## src/rtl/dps_pkg.sv

```systemverilog
package dps_pkg;
  localparam int unsigned CFG_W       = 32;
  localparam int unsigned PH_W        = 4;
  localparam int unsigned BIT_DLL_EN  = 16;
  localparam int unsigned BIT_CDR_EN  = 17;
  localparam int unsigned BIT_CK_OUT  = 18;
  localparam int unsigned BIT_CDR_EXT = 19;
  localparam int unsigned FIELD_LO    = 20;

  typedef enum logic [2:0] {
    ST_IDLE,
    ST_WAIT_OFF,
    ST_WR_PHASE,
    ST_SET_OUT,
    ST_WAIT_ON,
    ST_FINISH
  } seq_state_e;
endpackage

```

## src/rtl/dps_rst_sync.sv

```systemverilog
module dps_rst_sync (
  input  logic clk,
  input  logic rst_ni,
  output logic rst_no
);
  logic [1:0] sync_q;

  always_ff @(posedge clk or negedge rst_ni) begin
    if (!rst_ni) sync_q <= 2'b00;
    else         sync_q <= {sync_q[0], 1'b1};
  end

  assign rst_no = sync_q[1];
endmodule

```

## src/rtl/dps_gray.sv

```systemverilog
module dps_gray #(
  parameter int unsigned W = 4
) (
  input  logic [W-1:0] bin_i,
  output logic [W-1:0] gray_o
);
  for (genvar i = 0; i < W; i++) begin : g_bit
    if (i == W - 1) begin : g_msb
      assign gray_o[i] = bin_i[i];
    end else begin : g_low
      assign gray_o[i] = bin_i[i] ^ bin_i[i+1];
    end
  end
endmodule

```

## src/rtl/dps_poll_timer.sv

```systemverilog
module dps_poll_timer #(
  parameter int unsigned CHECKS = 50
) (
  input  logic clk,
  input  logic rst_n,
  input  logic arm_i,
  input  logic active_i,
  input  logic tick_i,
  input  logic stat_i,
  input  logic want_i,
  output logic hit_o,
  output logic expire_o
);
  localparam int unsigned CW = $clog2(CHECKS + 1);

  logic [CW-1:0] cnt_q, cnt_n;
  logic          cnt_en;
  logic          check, miss;

  assign check    = active_i & tick_i;
  assign miss     = check & (stat_i != want_i);
  assign hit_o    = check & (stat_i == want_i);
  assign expire_o = miss & (cnt_q == CW'(CHECKS - 1));

  always_comb begin
    cnt_en = arm_i | (miss & ~expire_o);
    cnt_n  = arm_i ? '0 : cnt_q + 1'b1;
  end

  always_ff @(posedge clk or negedge rst_n) begin
    if (!rst_n)      cnt_q <= '0;
    else if (cnt_en) cnt_q <= cnt_n;
  end

  // the failed-check count never reaches the limit while held
  assert_cnt_bound_R7: assert property (@(posedge clk) disable iff (!rst_n)
    cnt_q < CW'(CHECKS));
endmodule

```

## src/rtl/dll_phase_seq.sv

```systemverilog
module dll_phase_seq
  import dps_pkg::*;
#(
  parameter int unsigned POLL_CHECKS = 50
) (
  input  logic             clk,
  input  logic             rst_ni,
  input  logic             start_i,
  input  logic [PH_W-1:0]  phase_i,
  input  logic [CFG_W-1:0] cfg_base_i,
  input  logic             tick_i,
  input  logic             ck_stat_i,
  output logic [CFG_W-1:0] cfg_o,
  output logic             busy_o,
  output logic             done_o,
  output logic             err_o
);
  logic             rst_n;
  seq_state_e       state_q, state_n;
  logic [CFG_W-1:0] cfg_q, cfg_n;
  logic             cfg_we;
  logic [PH_W-1:0]  phase_q;
  logic             phase_we;
  logic [PH_W-1:0]  gray_w;
  logic             done_q, done_n, err_q, err_n;
  logic             arm, poll_active, want_on, hit, expire;

  dps_rst_sync u_rst (.clk(clk), .rst_ni(rst_ni), .rst_no(rst_n));

  dps_gray #(.W(PH_W)) u_gray (.bin_i(phase_q), .gray_o(gray_w));

  assign poll_active = (state_q == ST_WAIT_OFF) || (state_q == ST_WAIT_ON);
  assign want_on     = (state_q == ST_WAIT_ON);

  dps_poll_timer #(.CHECKS(POLL_CHECKS)) u_poll (
    .clk     (clk),
    .rst_n   (rst_n),
    .arm_i   (arm),
    .active_i(poll_active),
    .tick_i  (tick_i),
    .stat_i  (ck_stat_i),
    .want_i  (want_on),
    .hit_o   (hit),
    .expire_o(expire)
  );

  always_comb begin
    state_n  = state_q;
    cfg_n    = cfg_q;
    cfg_we   = 1'b0;
    phase_we = 1'b0;
    done_n   = 1'b0;
    err_n    = 1'b0;
    arm      = 1'b0;
    unique case (state_q)
      ST_IDLE: begin
        if (start_i) begin
          cfg_n              = cfg_base_i;
          cfg_n[BIT_DLL_EN]  = 1'b1;
          cfg_n[BIT_CDR_EXT] = 1'b1;
          cfg_n[BIT_CDR_EN]  = 1'b0;
          cfg_n[BIT_CK_OUT]  = 1'b0;
          cfg_we             = 1'b1;
          phase_we           = 1'b1;
          arm                = 1'b1;
          state_n            = ST_WAIT_OFF;
        end
      end
      ST_WAIT_OFF, ST_WAIT_ON: begin
        if (expire) begin
          err_n   = 1'b1;
          state_n = ST_IDLE;
        end else if (hit) begin
          state_n = (state_q == ST_WAIT_OFF) ? ST_WR_PHASE : ST_FINISH;
        end
      end
      ST_WR_PHASE: begin
        cfg_n[FIELD_LO +: PH_W] = gray_w;
        cfg_we                  = 1'b1;
        state_n                 = ST_SET_OUT;
      end
      ST_SET_OUT: begin
        cfg_n[BIT_CK_OUT] = 1'b1;
        cfg_we            = 1'b1;
        arm               = 1'b1;
        state_n           = ST_WAIT_ON;
      end
      ST_FINISH: begin
        cfg_n[BIT_CDR_EN]  = 1'b1;
        cfg_n[BIT_CDR_EXT] = 1'b0;
        cfg_we             = 1'b1;
        done_n             = 1'b1;
        state_n            = ST_IDLE;
      end
      default: state_n = ST_IDLE;
    endcase
  end

  always_ff @(posedge clk or negedge rst_n) begin
    if (!rst_n) begin
      state_q <= ST_IDLE;
      cfg_q   <= '0;
      phase_q <= '0;
      done_q  <= 1'b0;
      err_q   <= 1'b0;
    end else begin
      state_q <= state_n;
      done_q  <= done_n;
      err_q   <= err_n;
      if (cfg_we)   cfg_q   <= cfg_n;
      if (phase_we) phase_q <= phase_i;
    end
  end

  assign cfg_o  = cfg_q;
  assign busy_o = (state_q != ST_IDLE);
  assign done_o = done_q;
  assign err_o  = err_q;

  // start from idle raises busy with the gating update applied
  assert_start_update_R2: assert property (@(posedge clk) disable iff (!rst_n)
    start_i && !busy_o |=> busy_o && cfg_o[BIT_DLL_EN] && cfg_o[BIT_CDR_EXT]
                           && !cfg_o[BIT_CDR_EN] && !cfg_o[BIT_CK_OUT]);
  // completion leaves recovery on, clock on, external select off
  assert_done_word_R6: assert property (@(posedge clk) disable iff (!rst_n)
    done_o |-> cfg_o[BIT_DLL_EN] && cfg_o[BIT_CDR_EN] && cfg_o[BIT_CK_OUT]
               && !cfg_o[BIT_CDR_EXT] && !busy_o);
  // an error ends the sequence
  assert_err_idle_R7: assert property (@(posedge clk) disable iff (!rst_n)
    err_o |-> !busy_o);
  // a start during a sequence does not replace the phase
  assert_busy_start_ignored_R8: assert property (@(posedge clk) disable iff (!rst_n)
    start_i && busy_o |=> $stable(phase_q));
  // unnamed bits hold while busy
  assert_other_bits_hold_R9: assert property (@(posedge clk) disable iff (!rst_n)
    busy_o |=> $stable({cfg_o[CFG_W-1:FIELD_LO+PH_W], cfg_o[BIT_DLL_EN-1:0]}));
  // single-cycle, exclusive completion pulses
  assert_done_single_R10: assert property (@(posedge clk) disable iff (!rst_n)
    done_o |=> !done_o);
  assert_err_single_R10: assert property (@(posedge clk) disable iff (!rst_n)
    err_o |=> !err_o);
  assert_done_err_excl_R10: assert property (@(posedge clk) disable iff (!rst_n)
    !(done_o && err_o));
endmodule

```

## config.mk

```make
export PLATFORM = sky130hd
export DESIGN_NAME = dll_phase_seq
export DESIGN_NICKNAME = d
export VERILOG_FILES = /design/src/rtl/dps_pkg.sv /design/src/rtl/dps_rst_sync.sv /design/src/rtl/dps_gray.sv /design/src/rtl/dps_poll_timer.sv /design/src/rtl/dll_phase_seq.sv
export SDC_FILE = /design/constraint.sdc
export NUM_CORES = 1
export LEC_CHECK = 0
export CAP_MARGIN = 20
export CORE_ASPECT_RATIO = 0.6
export CORE_MARGIN = 2
export CORE_UTILIZATION = 45
export DETAILED_ROUTE_END_ITERATION = 8
export DONT_BUFFER_PORTS = 1
export SLEW_MARGIN = 15
export SYNTH_ARGS = -nofsm -noshare
export SYNTH_HDL_FRONTEND = slang
export SYNTH_SLANG_ARGS = --single-unit
```

## constraint.sdc

```tcl
create_clock -name clk -period 1.68 [get_ports clk]
set_input_delay 0.084 -clock clk [delete_from_list [all_inputs] [get_ports clk]]
set_output_delay 0.084 -clock clk [all_outputs]
set_load 0.05 [all_outputs]
```

==> flow_summary.json <==
{
  "synth_simple_gate_area_frac": 0.124,
  "cts_num_sinks": 49,
  "floorplan.initialDensity": 0.465,
  "fp-row-count": 19,
  "netSwitchingPower_mw": 2.80,
  "drt-vias-per-instance": 5.10,
  "io_buffers": 0,
  "detailedPlace.worstSlack_ps": 55.3,
  "design.core.area_um2": 4540,
  "cpMaxStageDelayCell": "or4_1",
  "global_route.usage.total": 0.163,
  "avgSynthCellArea_um2": 12.8,
  "cell_internal_pwr_mw": 2.77,
  "drt_drc_violations_left": 0,
  "clock_latency_ps": 290,
  "worst_setup_path_end_kind": "flop",
  "vdd_drop_max_mv": 1.22,
  "area.sequential_um2": 1230,
  "hold_path.class": "in2reg",
  "p_comb_frac": 0.281,
  "die_w_um": 92.4,
  "post_route_cells_drive_above_1_share": 0.135,
  "cells_after_synthesis": 165,
  "report.final.setup_viol": 0,
  "global_route.overflow_total": 0,
  "num-nets-final": 249,
  "yosys_warnings": 0,
  "synth_adder_area_share": 0.0119,
  "most-common-layout-cells": "dfrtp_1, dlygate4sd3_1, mux2_1",
  "combinational_family_with_the_most_area_after_synthesis": "multiplexers",
  "grt_antenna_before_repair": 0,
  "cts_made_buffers": 5,
  "synth-seq-cells": 49,
  "grt_max_degree": 32,
  "post_synth_num_cell_types": 41,
  "cts_root_buf": "clkbuf_8",
  "synthesis.area_um2": 2110,
  "synth_compound_gate_area_share": 0.0605,
  "finalHoldViolations": 0,
  "grt_pass1_vias": 1433,
  "dr.first_iter.drc_count": 54,
  "yosys.area_share.xor_xnor": 0.0166,
  "most_common_library_cell_in_the_layout_ignoring_fill_and_taps": "dfrtp_1",
  "cts_tree": "yes",
  "post-route-period-util": 0.967,
  "slowest_delay_ps": 490,
  "grt_pass1_wl_mm": 6.56,
  "power_frac_clock": 0.125,
  "worst-path-max-fanout": 14,
  "final_design_instance_area_without_fill_um2": 2660,
  "vias": 1377,
  "tightestPinTransition_ps": 531,
  "regToRegStartpoint": "state_q[0]",
  "sequentialPowerShare": 0.595,
  "critical_path.cell_chain": "buf_12, nor3b_2, o211ai_2, or4_1, o21ai_1",
  "clkSlewWorstSetupHoldPaths_ps": 80,
  "run_status": "complete, no violations",
  "drv.max_cap_violation_count": 0,
  "insertedDiodeCount": 0,
  "drt_pre_antenna_iters": 4,
  "report.final.slew_viol_count": 0,
  "cp.buffers_inverters": 1,
  "power.share.switching": 0.502,
  "startpoint_types": "flop",
  "static-leakage-power_nw": 1.15,
  "route.final.wire_length_mm": 4.11,
  "synth.mux.area_fraction": 0.180,
  "die_area_um2": 5270,
  "detail_route.wl_per_cell_um": 15.2,
  "gp_routability_congestion": 0.738,
  "crit_required_ps": 1900,
  "total_area_of_multi_input_combinational_cells_um2": 836,
  "die_extent_in_y_um": 57.1,
  "final.setup_skew_ps": 5.31,
  "timing.critical_path.arrival_ps": 1850,
  "cp_top_family": "simple AND/OR/NAND/NOR gates",
  "final.fill_count": 353,
  "relSlewSlack": 0.646,
  "power.density_cell_area_nw_per_um2": 2100,
  "ys_seq_area_frac": 0.581,
  "detailed_place_hpwl_mm": 2.79,
  "syn2layout_area_growth_pct": 26.0,
  "cts.htree.levels": 2,
  "clock.fmax_mhz": 616,
  "final_critical_path_setup_slack_ps": 55.3,
  "worstSetupPathType": "reg2reg",
  "timing.final.crit_period_ps": 1620,
  "grt_setup_unrepaired": "yes",
  "cts_buffer_depth": 2,
  "ioPinCount": 76,
  "holdCritStartpoint": "ck_stat_i",
  "synthesis.nets": 208,
  "worstSetupStartpoint": "state_q[0]",
  "final_antenna_net_count": 0,
  "placedInstanceArea_um2": 2240
}
-- cells in the mapped netlist, drive strengths merged --
library cell  count  area, um2
xnor2             3       26.3
nor3              1       10.0
a21o              2       15.0
or3               2       17.5
a21oi             8       40.0
nand3b            2       15.0
inv               4       15.0
buf               5       33.8
nor2b             2       20.0
nand3             2       10.0
conb              1       3.75
nand4             1       6.26
o31ai             1       7.51
nand2            10       37.5
or4               1       7.51
and3b             1       8.76
nor3b             2       31.3
a31oi             1       6.26
nor2             15       63.8
dfrtp            49       1230
o21ai             5       25.0
clkbuf            1       3.75
ha                2       25.0
nand2b            2       12.5
or2               1       6.26
a21boi            1       7.51
mux2             31        349
xor2              1       8.76
o211ai            2       20.0
o22ai             1       6.26
and3              1       6.26
or3b              1       8.76
mux2i             3       30.0
-- sequential cells by signal (all words and copies together), names as in the netlist --
name,flops
u_poll.cnt_q,6
u_rst.sync_q,2
cfg_o,32
phase_q,4
err_o,1
done_o,1
state_q,3
-- layer usage --
| metal | routed length [um] | part of all wire | up-vias | track usage |
|---|---|---|---|---|
| met2 | 1960 | 0.48 | 53 | 0.274 |
| li1 | - | - | 648 | - |
| met1 | 1750 | 0.43 | 672 | 0.197 |
| met5 | 0 | 0 | - | 0 |
| met3 | 364 | 0.089 | 4 | 0.0634 |
| met4 | 38 | 0.0092 | 0 | 0.0469 |
-- metrics by stage --
stage | util | total power, mW | hold WS [ps] | instances | setup TNS, ps
after floorplan | - | 4.42 | -212 | 165 | 0
after global placement | 0.493 | 4.75 | -212 | 230 | 0
after detailed placement | 0.493 | 4.84 | -212 | 230 | 0
after CTS | 0.583 | 5.60 | 6.76 | 269 | 0
after global routing | 0.586 | 5.88 | 5.48 | 270 | -99.8
final | 0.586 | 5.57 | 20.1 | 270 | 0
-- worst paths after layout --
kind / end / slack [ps] / cells after the start
setup reg to reg: u_poll.cnt_q[5] / 60 / 5
min in group asynchronous: cfg_o[30] / 250 / 0
hold reg to reg: cfg_o[30] / 250 / 0
max in group asynchronous: cfg_o[11] / 860 / 1
setup / recovery: u_poll.cnt_q[5] / 60 / 5
hold / removal: state_q[0] / 20 / 2
-- power groups by stage --
stage	registers, mW	logic [mW]	clock network (mW)
CTS	3.31	1.57	0.721
detailed placement	3.34	1.50	0
global route	3.37	1.71	0.802
global placement	3.32	1.43	0
finish	3.31	1.56	0.695
floorplan	3.27	1.15	0
-- final cells by class --
class	instances	share of cell area
Clock buffer	6	0.0311
Clock inverter	2	0.00518
Inverter	4	0.00565
Multi-Input combinational cell	106	0.314
Sequential cell	49	0.462
Tap cell	63	0.0296
Timing Repair Buffer	40	0.152
-- kinds of logic after synthesis --
logic type	Yosys count
AOI/OAI and AO/OA	21
xor gates and xnor gates	4
adders and majority gates	2
buffers and inverters	10
DFF	49
muxes	34
other	1
and+or+nand+nor	44
-- worst register-to-register path, cell delays in order, from the launching register on --
cell      delay [ps]
dfrtp_1          420
buf_12           160
nor3b_2          270
o211ai_2         140
or4_1            490
o21ai_1           80
-- what timing repair did --
action                     in CTS  in global routing
buffers inserted                0                  0
hold endpoints to repair       31                  1
hold buffers                   31                  1
setup endpoints to repair       0                  5
gates resized for setup         0                  2
Note: power is estimated with default switching activity, not from simulation.
